$ cat src/rtl/supervisor_pkg.sv
package supervisor_pkg;

  typedef enum logic [1:0] {
    ST_HOLD  = 2'd0,
    ST_RUN   = 2'd1,
    ST_PULSE = 2'd2
  } supState_t;

  typedef struct packed {
    logic cntClr;
  } ctrlStrobe_t;

endpackage

$ cat src/rtl/sup_datapath.sv
module sup_datapath
  import supervisor_pkg::*;
#(
  parameter int TICK_CYCLES = 1000,
  parameter int KICK_MIN    = 3
) (
  input  logic        clk,
  input  logic        rstSync,
  input  logic        kickIn,
  input  ctrlStrobe_t strobe,
  output logic        kickFall,
  output logic        hitPor,
  output logic        hitTmo,
  output logic        hitPw
);
  localparam int POR_LEN = 50 * TICK_CYCLES;
  localparam int TMO_LEN = 5 * TICK_CYCLES;
  localparam int PW_LEN  = TICK_CYCLES;
  localparam int CW      = $clog2(POR_LEN + 1);
  localparam int KW      = $clog2(KICK_MIN + 1);
  localparam logic [KW-1:0] K_LAST = KW'(KICK_MIN - 1);

  logic          kMeta, kSync, kLevel;
  logic [KW-1:0] runLen;
  logic [CW-1:0] cnt;

  // two-flop synchronizer followed by a run-length glitch filter
  always_ff @(posedge clk) begin
    if (rstSync) begin
      kMeta  <= 1'b0;
      kSync  <= 1'b0;
      kLevel <= 1'b0;
      runLen <= '0;
    end else begin
      kMeta <= kickIn;
      kSync <= kMeta;
      if (kSync == kLevel) begin
        runLen <= '0;
      end else if (runLen == K_LAST) begin
        kLevel <= kSync;
        runLen <= '0;
      end else begin
        runLen <= runLen + 1'b1;
      end
    end
  end

  assign kickFall = kLevel & ~kSync & (runLen == K_LAST);

  // shared duration counter
  always_ff @(posedge clk) begin
    if (rstSync || strobe.cntClr) cnt <= '0;
    else                          cnt <= cnt + 1'b1;
  end

  assign hitPor = (cnt == CW'(POR_LEN - 1));
  assign hitTmo = (cnt == CW'(TMO_LEN - 1));
  assign hitPw  = (cnt == CW'(PW_LEN - 1));

endmodule

$ cat src/rtl/sup_control.sv
module sup_control
  import supervisor_pkg::*;
(
  input  logic        clk,
  input  logic        rstSync,
  input  logic        underVolt,
  input  logic        wdogOff,
  input  logic        kickFall,
  input  logic        hitPor,
  input  logic        hitTmo,
  input  logic        hitPw,
  output ctrlStrobe_t strobe,
  output supState_t   curState,
  output logic        resetHigh
);
  supState_t nextState;

  always_comb begin
    nextState     = curState;
    strobe.cntClr = 1'b0;
    if (rstSync || underVolt) begin
      nextState     = ST_HOLD;
      strobe.cntClr = 1'b1;
    end else begin
      unique case (curState)
        ST_HOLD: begin
          if (hitPor) begin
            nextState     = ST_RUN;
            strobe.cntClr = 1'b1;
          end
        end
        ST_RUN: begin
          if (kickFall || wdogOff) begin
            strobe.cntClr = 1'b1;
          end else if (hitTmo) begin
            nextState     = ST_PULSE;
            strobe.cntClr = 1'b1;
          end
        end
        ST_PULSE: begin
          if (hitPw) begin
            nextState     = ST_RUN;
            strobe.cntClr = 1'b1;
          end
        end
        default: begin
          nextState     = ST_HOLD;
          strobe.cntClr = 1'b1;
        end
      endcase
    end
  end

  always_ff @(posedge clk) begin
    if (rstSync) curState <= ST_HOLD;
    else         curState <= nextState;
  end

  // undervoltage reaches the output without waiting for an edge
  assign resetHigh = underVolt | (curState != ST_RUN);

endmodule

$ cat src/rtl/supervisor_reset.sv
module supervisor_reset
  import supervisor_pkg::*;
#(
  parameter int TICK_CYCLES = 1000,
  parameter int KICK_MIN    = 3
) (
  input  logic clk,
  input  logic rstSync,
  input  logic underVolt,
  input  logic kickIn,
  input  logic wdogOff,
  output logic resetHigh,
  output logic resetLow
);
  ctrlStrobe_t strobe;
  supState_t   curState;
  logic        kickFall, hitPor, hitTmo, hitPw;

  sup_datapath #(.TICK_CYCLES(TICK_CYCLES), .KICK_MIN(KICK_MIN)) u_dp (
    .clk      (clk),
    .rstSync  (rstSync),
    .kickIn   (kickIn),
    .strobe   (strobe),
    .kickFall (kickFall),
    .hitPor   (hitPor),
    .hitTmo   (hitTmo),
    .hitPw    (hitPw)
  );

  sup_control u_ctl (
    .clk       (clk),
    .rstSync   (rstSync),
    .underVolt (underVolt),
    .wdogOff   (wdogOff),
    .kickFall  (kickFall),
    .hitPor    (hitPor),
    .hitTmo    (hitTmo),
    .hitPw     (hitPw),
    .strobe    (strobe),
    .curState  (curState),
    .resetHigh (resetHigh)
  );

  assign resetLow = ~resetHigh;

endmodule

$ cat config.mk
export PLATFORM = sky130hd
export DESIGN_NAME = supervisor_reset
export DESIGN_NICKNAME = d
export VERILOG_FILES = /design/src/rtl/supervisor_pkg.sv /design/src/rtl/sup_datapath.sv /design/src/rtl/sup_control.sv /design/src/rtl/supervisor_reset.sv
export SDC_FILE = /design/constraint.sdc
export NUM_CORES = 1
export LEC_CHECK = 0
export BUFFER_PORTS_ARGS = -buffer_cell sky130_fd_sc_hd__buf_2
export CAP_MARGIN = 20
export CORE_MARGIN = 5
export CORE_UTILIZATION = 58
export CTS_CLUSTER_DIAMETER = 150
export DETAILED_ROUTE_END_ITERATION = 12
export PLACE_DENSITY = 0.76
export SYNTH_ARGS = -nofsm -noshare
export SYNTH_HDL_FRONTEND = slang
export SYNTH_HIERARCHICAL = 1
export SYNTH_SLANG_ARGS = --single-unit
export TNS_END_PERCENT = 5
$ cat constraint.sdc
create_clock -name clk -period 2.4 [get_ports clk]
set_input_delay 0.48 -clock clk [delete_from_list [all_inputs] [get_ports clk]]
set_output_delay 0.48 -clock clk [all_outputs]
set_load 0.01 [all_outputs]
# --- Word-level counts from Yosys, hierarchy flattened ---
# Cells that the tools add are included.
totals:
  regBits: 23
  input_bits: 5
  output_inout_bits: 2
  elab_cells: 45
classes:
  n_addsub: 2
  eq_ne: 12
  muxes: 11
  n_bitwise: 6
  n_reduce_logical: 8
op_table:
  columns: ["cell", "n"]
  rows:
  - ["adder 16 x 1 -> 16 bit, second input constant", 1]
  - ["== test 16 x 10 -> 1 bit, second input constant", 1]
  - ["== test 16 x 13 -> 1 bit, second input constant", 1]
  - ["== test 16 bit, second input constant", 1]
  - ["2-to-1 mux 2 bit", 4]
  - ["inequality test 2 bit, second input constant", 4]
  - ["one-hot mux 2 bit (3 select lines)", 1]
  - ["2-to-1 mux 1 bit", 5]
  - ["== test 2 bit, second input constant", 2]
  - ["AND reduction 4 bit", 1]
  - ["logical OR 1 bit", 3]
  - ["NOT 1 bit", 3]
  - ["one-hot mux 1 bit (3 select lines)", 1]
  - ["OR reduction 3 bit", 1]
  - ["adder 2 x 1 -> 2 bit, second input constant", 1]
  - ["bitwise AND 1 bit", 2]
  - ["== test 2 x 1 -> 1 bit, second input constant", 1]
  - ["logical NOT 2 bit", 1]
  - ["inequality test 2 x 1 -> 1 bit, second input constant", 1]
  - ["AND reduction 2 bit", 1]
  - ["OR reduction 2 bit", 1]
  - ["== test 1 bit", 1]
  - ["bitwise OR 1 bit", 1]

# --- Logic depth before layout (Yosys ltp) ---
# Gate-level depths: netlist of run 1.
logic_depth:
  word_depth: 8
  mapped_depth: 10

# --- Cells and area by module ---
# The synthesis of run 1 kept the hierarchy.
modules_own_cells:
  columns: ["module", "n_inst", "cells_each", "area_each_um2", "seq_area_each_um2"]
  rows:
  - ["sup_datapath", 1, 110, 972.2, 420.4]
  - ["sup_control", 1, 17, 140.1, 40.0]
  - ["supervisor_reset", 1, 1, 3.8, 0.0]

# --- Worst setup path before layout of run 1 ---
# OpenSTA, ideal clock, no wires.
synth_path:
  path_type: "flip-flop to flip-flop"
  startpoint: "register u_dp.cnt[0]"
  endpoint: "register u_dp.cnt[2]"
  setup_ps: 128
  arrival_time_ps: 1986
  setup_slack_ps: 286
  path_stages_with_launch: 11
  path_buffers: 1
  period_less_slack_ps: 2114
  path_cell_list: "dfxtp_1 -> ha_1 -> nand3_1 -> nor2_1 -> nor4bb_1 -> mux2_2 -> o22ai_1 -> nand2_1 -> or2_2 -> clkbuf_1 -> nor2_1"
synth_between:
  elab_cells_between_ends: 11
synth_rtl:
  columns: ["element", "line_no", "text"]
  rows:
  - ["start, declared", "sup_datapath.sv:25", "logic [CW-1:0] cnt;"]
  - ["start signal, assigned", "sup_datapath.sv:53", "else cnt <= cnt + 1'b1;"]
  - ["== test 16 bit", "sup_datapath.sv:56", "assign hitPor = (cnt == CW'(POR_LEN - 1));"]
  - ["named net hitPor", "supervisor_reset.sv:17", "logic kickFall, hitPor, hitTmo, hitPw;"]
  - ["2-to-1 mux 1 bit", "sup_control.sv:27", "if (hitPor) begin"]
  - ["one-hot mux 1 bit (3 select lines)", "sup_control.sv:25", "unique case (curState)"]
  - ["2-to-1 mux 1 bit", "sup_control.sv:21", "if (rstSync || underVolt) begin"]
  - ["named net strobe", "supervisor_reset.sv:15", "ctrlStrobe_t strobe;"]
  - ["logical OR 1 bit", "sup_datapath.sv:52", "if (rstSync || strobe.cntClr) cnt <= '0;"]
# The timed path passes the listed nets, and every way through them passes these cells.
# A chain may end at the register's enable or synchronous reset.

# --- Final worst setup path of run 1 ---
layout_path:
  startpoint: "register u_dp.cnt[0]"
  endpoint: "register u_dp.cnt[13]"
# The elaborated chain is that of the path after synthesis.

==> results.toml, run 1 <==
[timing]
finalClockSkew_ps = 10.3
timing_worst_slew_pin_value_ps = 497
timing_hold_violations_final = 0
maxSlewHeadroom_pct = 66.8
period_share_pct = 89.7
fmaxAchievable_ghz = 0.465
final-max-slew-violation-count = 0
setup_viol = 0
fin_setup_tns_ps = 0
finalWorstPathRequiredPeriod_ps = 2150
unrepaired_setup_endpoints_after_global_routing = "no"
fin_hold_ws_ps = 367

[die]
initial_core_util_pct = 62.6
row_count = 15
chipWidth_um = 53.9
io-pin-count = 7
core-area_um2 = 1780
die_y_um = 53.9
dieArea_um2 = 2900

[critical_path]
max_stage_delay_ps = 400
maximum_fanout_encountered_on_the_critical_timing_path = 6
setup.worst_path.class = "reg2reg"
worstPathRequired_ps = 2660
worstPathArrival_ps = 2410
worst_setup_path_end_kind = "register"
crit_path_start_kind = "register"
critical_path.slowest_cell = "or3_1"
cp_cell_sequence = "ha_1 -> nand3_1 -> nor2_1 -> nor4bb_2 -> mux2_2 -> o22ai_1 -> nand2_1 -> or3_1 -> mux2i_1"

[layout]
num-nets-final = 144
diodes = 0
syn2layout_area_growth_pct = 8.07
final_layout_size_suffix_gt1_share_pct = 12.6
final_std_cells_w_o_fill = 160

[yosys]
syn_avg_cell_area_um2 = 8.72
synth.cell_area_um2 = 1120
synth.yosys.seq_area_share_pct = 41.3
yosys_warnings = 6
post_synth_inst_count = 128
ys_dominant_reg_cell = "dfxtp_1"
netlist.top_cell.by_area = "dfxtp_1"
yosys_register_bits = 23
synth_fp_nets = 136
synth_most_common_cell = "dfxtp_1"
synth.distinct_cells = 37
netlist.area_leader.share_pct = 41.3
asyncSetResetFlopFracSynth_pct = 0
synth_top_cells_by_count = "23 x dfxtp_1, 13 x nand2_1, 11 x nor2_1"
synth_top_cells_by_area = "dfxtp_1 41%, nor4_1 5.0%, mux2i_1 4.5%"
number_of_flops_mapped_to_enable_cells_by_yosys = 0

[power_and_ir_drop]
total_switching_power_w = 0.000130
relative_contribution_of_sequential_cells_to_total_power_pct = 65.9
combinational_power_share_pct = 3.3
vdd_ir_drop_max_mv = 0.386
power.density_cell_area_nw_per_um2 = 486
total_power_w = 0.000586
power.leakage_nw = 0.351
clkPwrFrac_pct = 30.8
power_report.internal_total_w = 0.000456
switching_share_pct = 22.2

[grt]
vias_in_the_first_global_route = 889
globalRoute.totalOverflow = 0
grt_max_degree = 15
global_route_usage_sum_pct = 18.3
grt_antenna_before_repair = 0
global_route_wire_length_before_repair_mm = 3.88

[place]
detailedPlacementHpwl_mm = 1.51
io_buffers = 6
finalWeightedCongestion = 0.828
placedCellCount = 156

[hold_path]
min_delay_worst_type = "in2reg"

[drt]
postRouteWirelength_mm = 2.13
num_vias = 947
drt-vias-per-instance = 5.92
first_pass_iters = 4
drt_iter0_markers = 21
routed_wire_length_per_instance_um = 13.3
route.detailed.drc = 0
ant_nets = 0

[clocking]
cts-resized-gates = 0
cts_hold_repair.buffers = 0
ctsRootBufferMaster = "clkbuf_4"
clkSinkCount = 23
clock_pin_slew_reported_for_the_worst_setup_and_hold_paths_after_clock_tree_synthesis_ps = 130
ctsLongestPathBuffers = 2
tritoncts_clock_tree = "built"
tritoncts.num_buffers = 3
cts.htree.levels = 1
clock_latency_at_the_later_pin_of_the_worst_skew_pair_ps = 320
post-cts-setup-buffer-count = 0

[run]
max_cap_viol_count = 0

[run_status]
status = "finished, final reports clean"
[sequential cells by signal, indices dropped and copies added, names as in the netlist]
signal and flops:
u_dp/kSync 1, u_dp/cnt 16, u_ctl/curState 2, u_dp/runLen 2
u_dp/kLevel 1, u_dp/kMeta 1
[final cells by class]
class	instances	area, um2
fillers	156	577
clock inverters	1	7.51
multi-input cells	97	632
clock buffers	3	22.5
well taps	25	31.3
flip-flops and latches	23	460
repair buffers	7	37.5
inverters	4	15.0
[layout by cell type, fill, tap and decap left out, types with 2 or more instances in the layout]
cell and n:
o31ai_1 3, ha_1 3, nand4_1 3, and2_1 2, nor2_1 11, clkbuf_4 3, or4_1 3, o21ai_0 4
a21oi_1 7, nand2_1 13, or3_1 7, nor2b_1 3, buf_2 6, nand3_1 5, nor4_1 8, dfxtp_1 23
inv_1 4, xor2_1 2, mux2i_1 5
[worst max-delay path: cells and delay by family (launching register included)]
kind | cells | cell delay (ps)
and+or+nand+nor | 5 | 940
muxes | 2 | 400
DFF | 1 | 360
adders and majority gates | 1 | 260
AOI/OAI and AO/OA | 1 | 140
[through the flow]
| step | worst slack (ps) | utilization, % | area, um2 |
|---|---|---|---|
| 6_report | 248 | 67.6 | 1210 |
| 5_1_grt | 11.7 | 67.6 | 1210 |
| 4_1_cts | 149 | 66.8 | 1190 |
| 3_5_place_dp | 202 | 65.1 | 1160 |
| 3_3_place_gp | 314 | 65.1 | 1160 |
| 2_1_floorplan | 286 | - | 1120 |
[power groups by stage]
stage / clock, W / sequential (W) / combinational [W]
after global routing: 0.000205 / 0.000387 / 0.0000220
after floorplan: 0 / 0.000394 / 0.0000122
after global placement: 0 / 0.000395 / 0.0000178
final: 0.000181 / 0.000386 / 0.0000194
after detailed placement: 0 / 0.000395 / 0.0000187
after CTS: 0.000189 / 0.000386 / 0.0000189
[metal layers]
metal | GRT usage, % | vias up | part of all wire (%)
met5 | 0 | - | 0
met4 | 3.83 | 0 | 0.33
met3 | 6.09 | 2 | 6.3
met2 | 29.4 | 25 | 46
met1 | 23.8 | 440 | 47
li1 | - | 480 | -
[logic make-up after synthesis]
kind of cell             count (synthesis)  synth area share [%]
AND/OR/NAND/NOR                         67                  34.3
flip-flops                              23                  41.3
AO/OA/AOI/OAI                           18                  9.75
buffers and inverters                    8                  3.47
multiplexers                             6                  5.49
XOR/XNOR                                 3                  2.35
adder cells (fa/ha/maj)                  3                  3.36
[path summary, 6_finish.rpt]
check | depth (start not counted) | slack (ps) | from | endpoint
worst max-delay path | 9 | 250 | u_dp/cnt[0]$_SDFF_PP0_ | u_dp/cnt[13]$_SDFF_PP0_
worst min-delay path | 2 | 370 | kickIn | u_dp/kMeta$_SDFF_PP0_
worst max register to register | 9 | 250 | u_dp/cnt[0]$_SDFF_PP0_ | u_dp/cnt[13]$_SDFF_PP0_
worst min register to register | 1 | 430 | u_dp/runLen[0]$_SDFF_PP0_ | u_dp/runLen[0]$_SDFF_PP0_
Note: power is estimated with default switching activity, not from simulation.
==> inputs of run 2 (changes only) <==
Settings changed: RECOVER_POWER set to 50.
==> run 2 against run 1 <==
Net effect: die area is the same; final area is 0.31% lower; clock skew hardly changed; critical path depth unchanged; first-iteration DRC count decreased by 4.8%; worst setup slack gained 2.2 ps; sequential share of layout area grew 0.12 points; hold slack is essentially flat; register-to-register slack about the same; global-route usage stayed put; non-clock buffer count unchanged; clock power about the same; critical path type unchanged.
==> results.toml, run 2 (synthesis gave the netlist of run 1 again) <==
[run_status]
status = "finished, final reports clean"

[die]
die_y_um = 53.9
initial_core_util_pct = 62.6
io-pin-count = 7
row_count = 15
dieArea_um2 = 2900
core-area_um2 = 1780
chipWidth_um = 53.9

[power_and_ir_drop]
power.leakage_nw = 0.342
clkPwrFrac_pct = 30.8
total_switching_power_w = 0.000130
switching_share_pct = 22.1
vdd_ir_drop_max_mv = 0.385
relative_contribution_of_sequential_cells_to_total_power_pct = 66.0
power_report.internal_total_w = 0.000456
combinational_power_share_pct = 3.2
power.density_cell_area_nw_per_um2 = 487

[critical_path]
worstPathRequired_ps = 2660
critical_path.slowest_cell = "or3_1"
setup.worst_path.class = "reg2reg"
crit_path_start_kind = "register"
worst_setup_path_end_kind = "register"
worstSetupStartpoint = "u_dp/cnt[0]$_SDFF_PP0_"
worst_path_dominant_cell_family = "simple AND/OR/NAND/NOR gates"
timing.critical_path.buf_inv = 0
max_stage_delay_ps = 390
maximum_fanout_encountered_on_the_critical_timing_path = 6
rr_startpoint = "u_dp/cnt[0]$_SDFF_PP0_"
worstPathArrival_ps = 2410
cp_cell_sequence = "ha_1 -> nand3_1 -> nor2_1 -> nor4bb_2 -> mux2_2 -> o22ai_1 -> nand2_1 -> or3_1 -> mux2i_1"

[layout]
layout_commonest_cell = "dfxtp_1"
largest_reg_flops = 16
final_std_cells_w_o_fill = 160
diodes = 0
layout_common_cells = "23 x dfxtp_1, 13 x nand2_1, 11 x nor2_1, 8 x nor4_1"
num-nets-final = 144
fill_cells = 159
biggest_register = "u_dp/cnt"
reg_top3 = "u_dp/cnt: 16 flops, u_ctl/curState: 2 flops, u_dp/runLen: 2 flops"
final_layout_size_suffix_gt1_share_pct = 10.4
syn2layout_area_growth_pct = 7.74

[place]
detailedPlacementHpwl_mm = 1.51
io_buffers = 6
placedCellCount = 156
finalWeightedCongestion = 0.828

[timing]
finalClockSkew_ps = 10.6
finalWorstPathRequiredPeriod_ps = 2150
setup_viol = 0
maxSlewHeadroom_pct = 66.8
timing_hold_violations_final = 0
timing_worst_slew_pin_value_ps = 496
unrepaired_setup_endpoints_after_global_routing = "no"
period_share_pct = 89.6
fin_setup_tns_ps = 0
fmaxAchievable_ghz = 0.465
final-max-slew-violation-count = 0
fin_hold_ws_ps = 367

[grt]
vias_in_the_first_global_route = 889
globalRoute.totalOverflow = 0
grt_max_degree = 15
grt_antenna_before_repair = 0
global_route_wire_length_before_repair_mm = 3.88
global_route_usage_sum_pct = 18.3

[drt]
drt_iter0_markers = 20
routed_wire_length_per_instance_um = 13.2
num_vias = 950
drt-vias-per-instance = 5.94
route.detailed.drc = 0
postRouteWirelength_mm = 2.12
first_pass_iters = 4
ant_nets = 0

[clocking]
clock_pin_slew_reported_for_the_worst_setup_and_hold_paths_after_clock_tree_synthesis_ps = 130
cts.htree.levels = 1
tritoncts.num_buffers = 3
clkSinkCount = 23
tritoncts_clock_tree = "built"
ctsRootBufferMaster = "clkbuf_4"
clock_latency_at_the_later_pin_of_the_worst_skew_pair_ps = 320
post-cts-setup-buffer-count = 0
ctsLongestPathBuffers = 2

[run]
max_cap_viol_count = 0

[hold_path]
worst_hold_startpoint = "kickIn"
min_delay_worst_type = "in2reg"
==> run 2: worst register-to-register path: stages (launching register included) <==
cell and delay, ps:
dfxtp_1 360, ha_1 260, nand3_1 170, nor2_1 60, nor4bb_2 170, mux2_2 270
o22ai_1 140, nand2_1 140, or3_1 400, mux2i_1 130
==> run 2: stage by stage <==
stage,instance area (um2),utilization (%),power (W),setup slack (ps)
global placement,1160,65.1,0.000412,314
detailed placement,1160,65.1,0.000413,202
floorplan,1120,-,0.000407,286
finish,1200,67.4,0.000586,250
global route,1200,67.4,0.000614,11.3
CTS,1190,66.8,0.000594,149
==> run 2: final timing paths <==
kind	cells after the start	endpoint	slack, ps
min reg2reg	1	u_dp/runLen[0]$_SDFF_PP0_	430
max	9	u_dp/cnt[13]$_SDFF_PP0_	250
min	2	u_dp/kMeta$_SDFF_PP0_	370
max reg2reg	9	u_dp/cnt[13]$_SDFF_PP0_	250
==> run 2: area by class of cell <==
type | instances | area, um2 | area share [%]
Clock buffer | 3 | 22.5 | 1.87
Clock inverter | 1 | 7.51 | 0.624
Inverter | 4 | 15.0 | 1.25
Multi-Input combinational cell | 97 | 632 | 52.5
Sequential cell | 23 | 460 | 38.3
Tap cell | 25 | 31.3 | 2.60
Timing Repair Buffer | 7 | 33.8 | 2.81
==> run 2: repair_timing <==
action	in CTS	in global routing
resized for setup	0	3
hold buffers	0	0
setup endpoints to repair	0	16
==> run 2: routing by layer <==
metal | part of all wire, % | routed length (um) | track usage [%] | up-vias
li1 | - | - | - | 482
met1 | 46 | 982 | 23.8 | 442
met2 | 46 | 980 | 29.4 | 24
met3 | 6.9 | 146 | 6.09 | 2
met4 | 0.33 | 7 | 3.83 | 0
met5 | 0 | 0 | 0 | -
==> run 2: power by group through the flow <==
stage                     Sequential (W)  Clock (W)  Combinational [W]
after global placement          0.000395          0          0.0000178
final                           0.000386   0.000180          0.0000190
after detailed placement        0.000395          0          0.0000187
after floorplan                 0.000394          0          0.0000122
after CTS                       0.000386   0.000189          0.0000189
after global routing            0.000387   0.000205          0.0000217
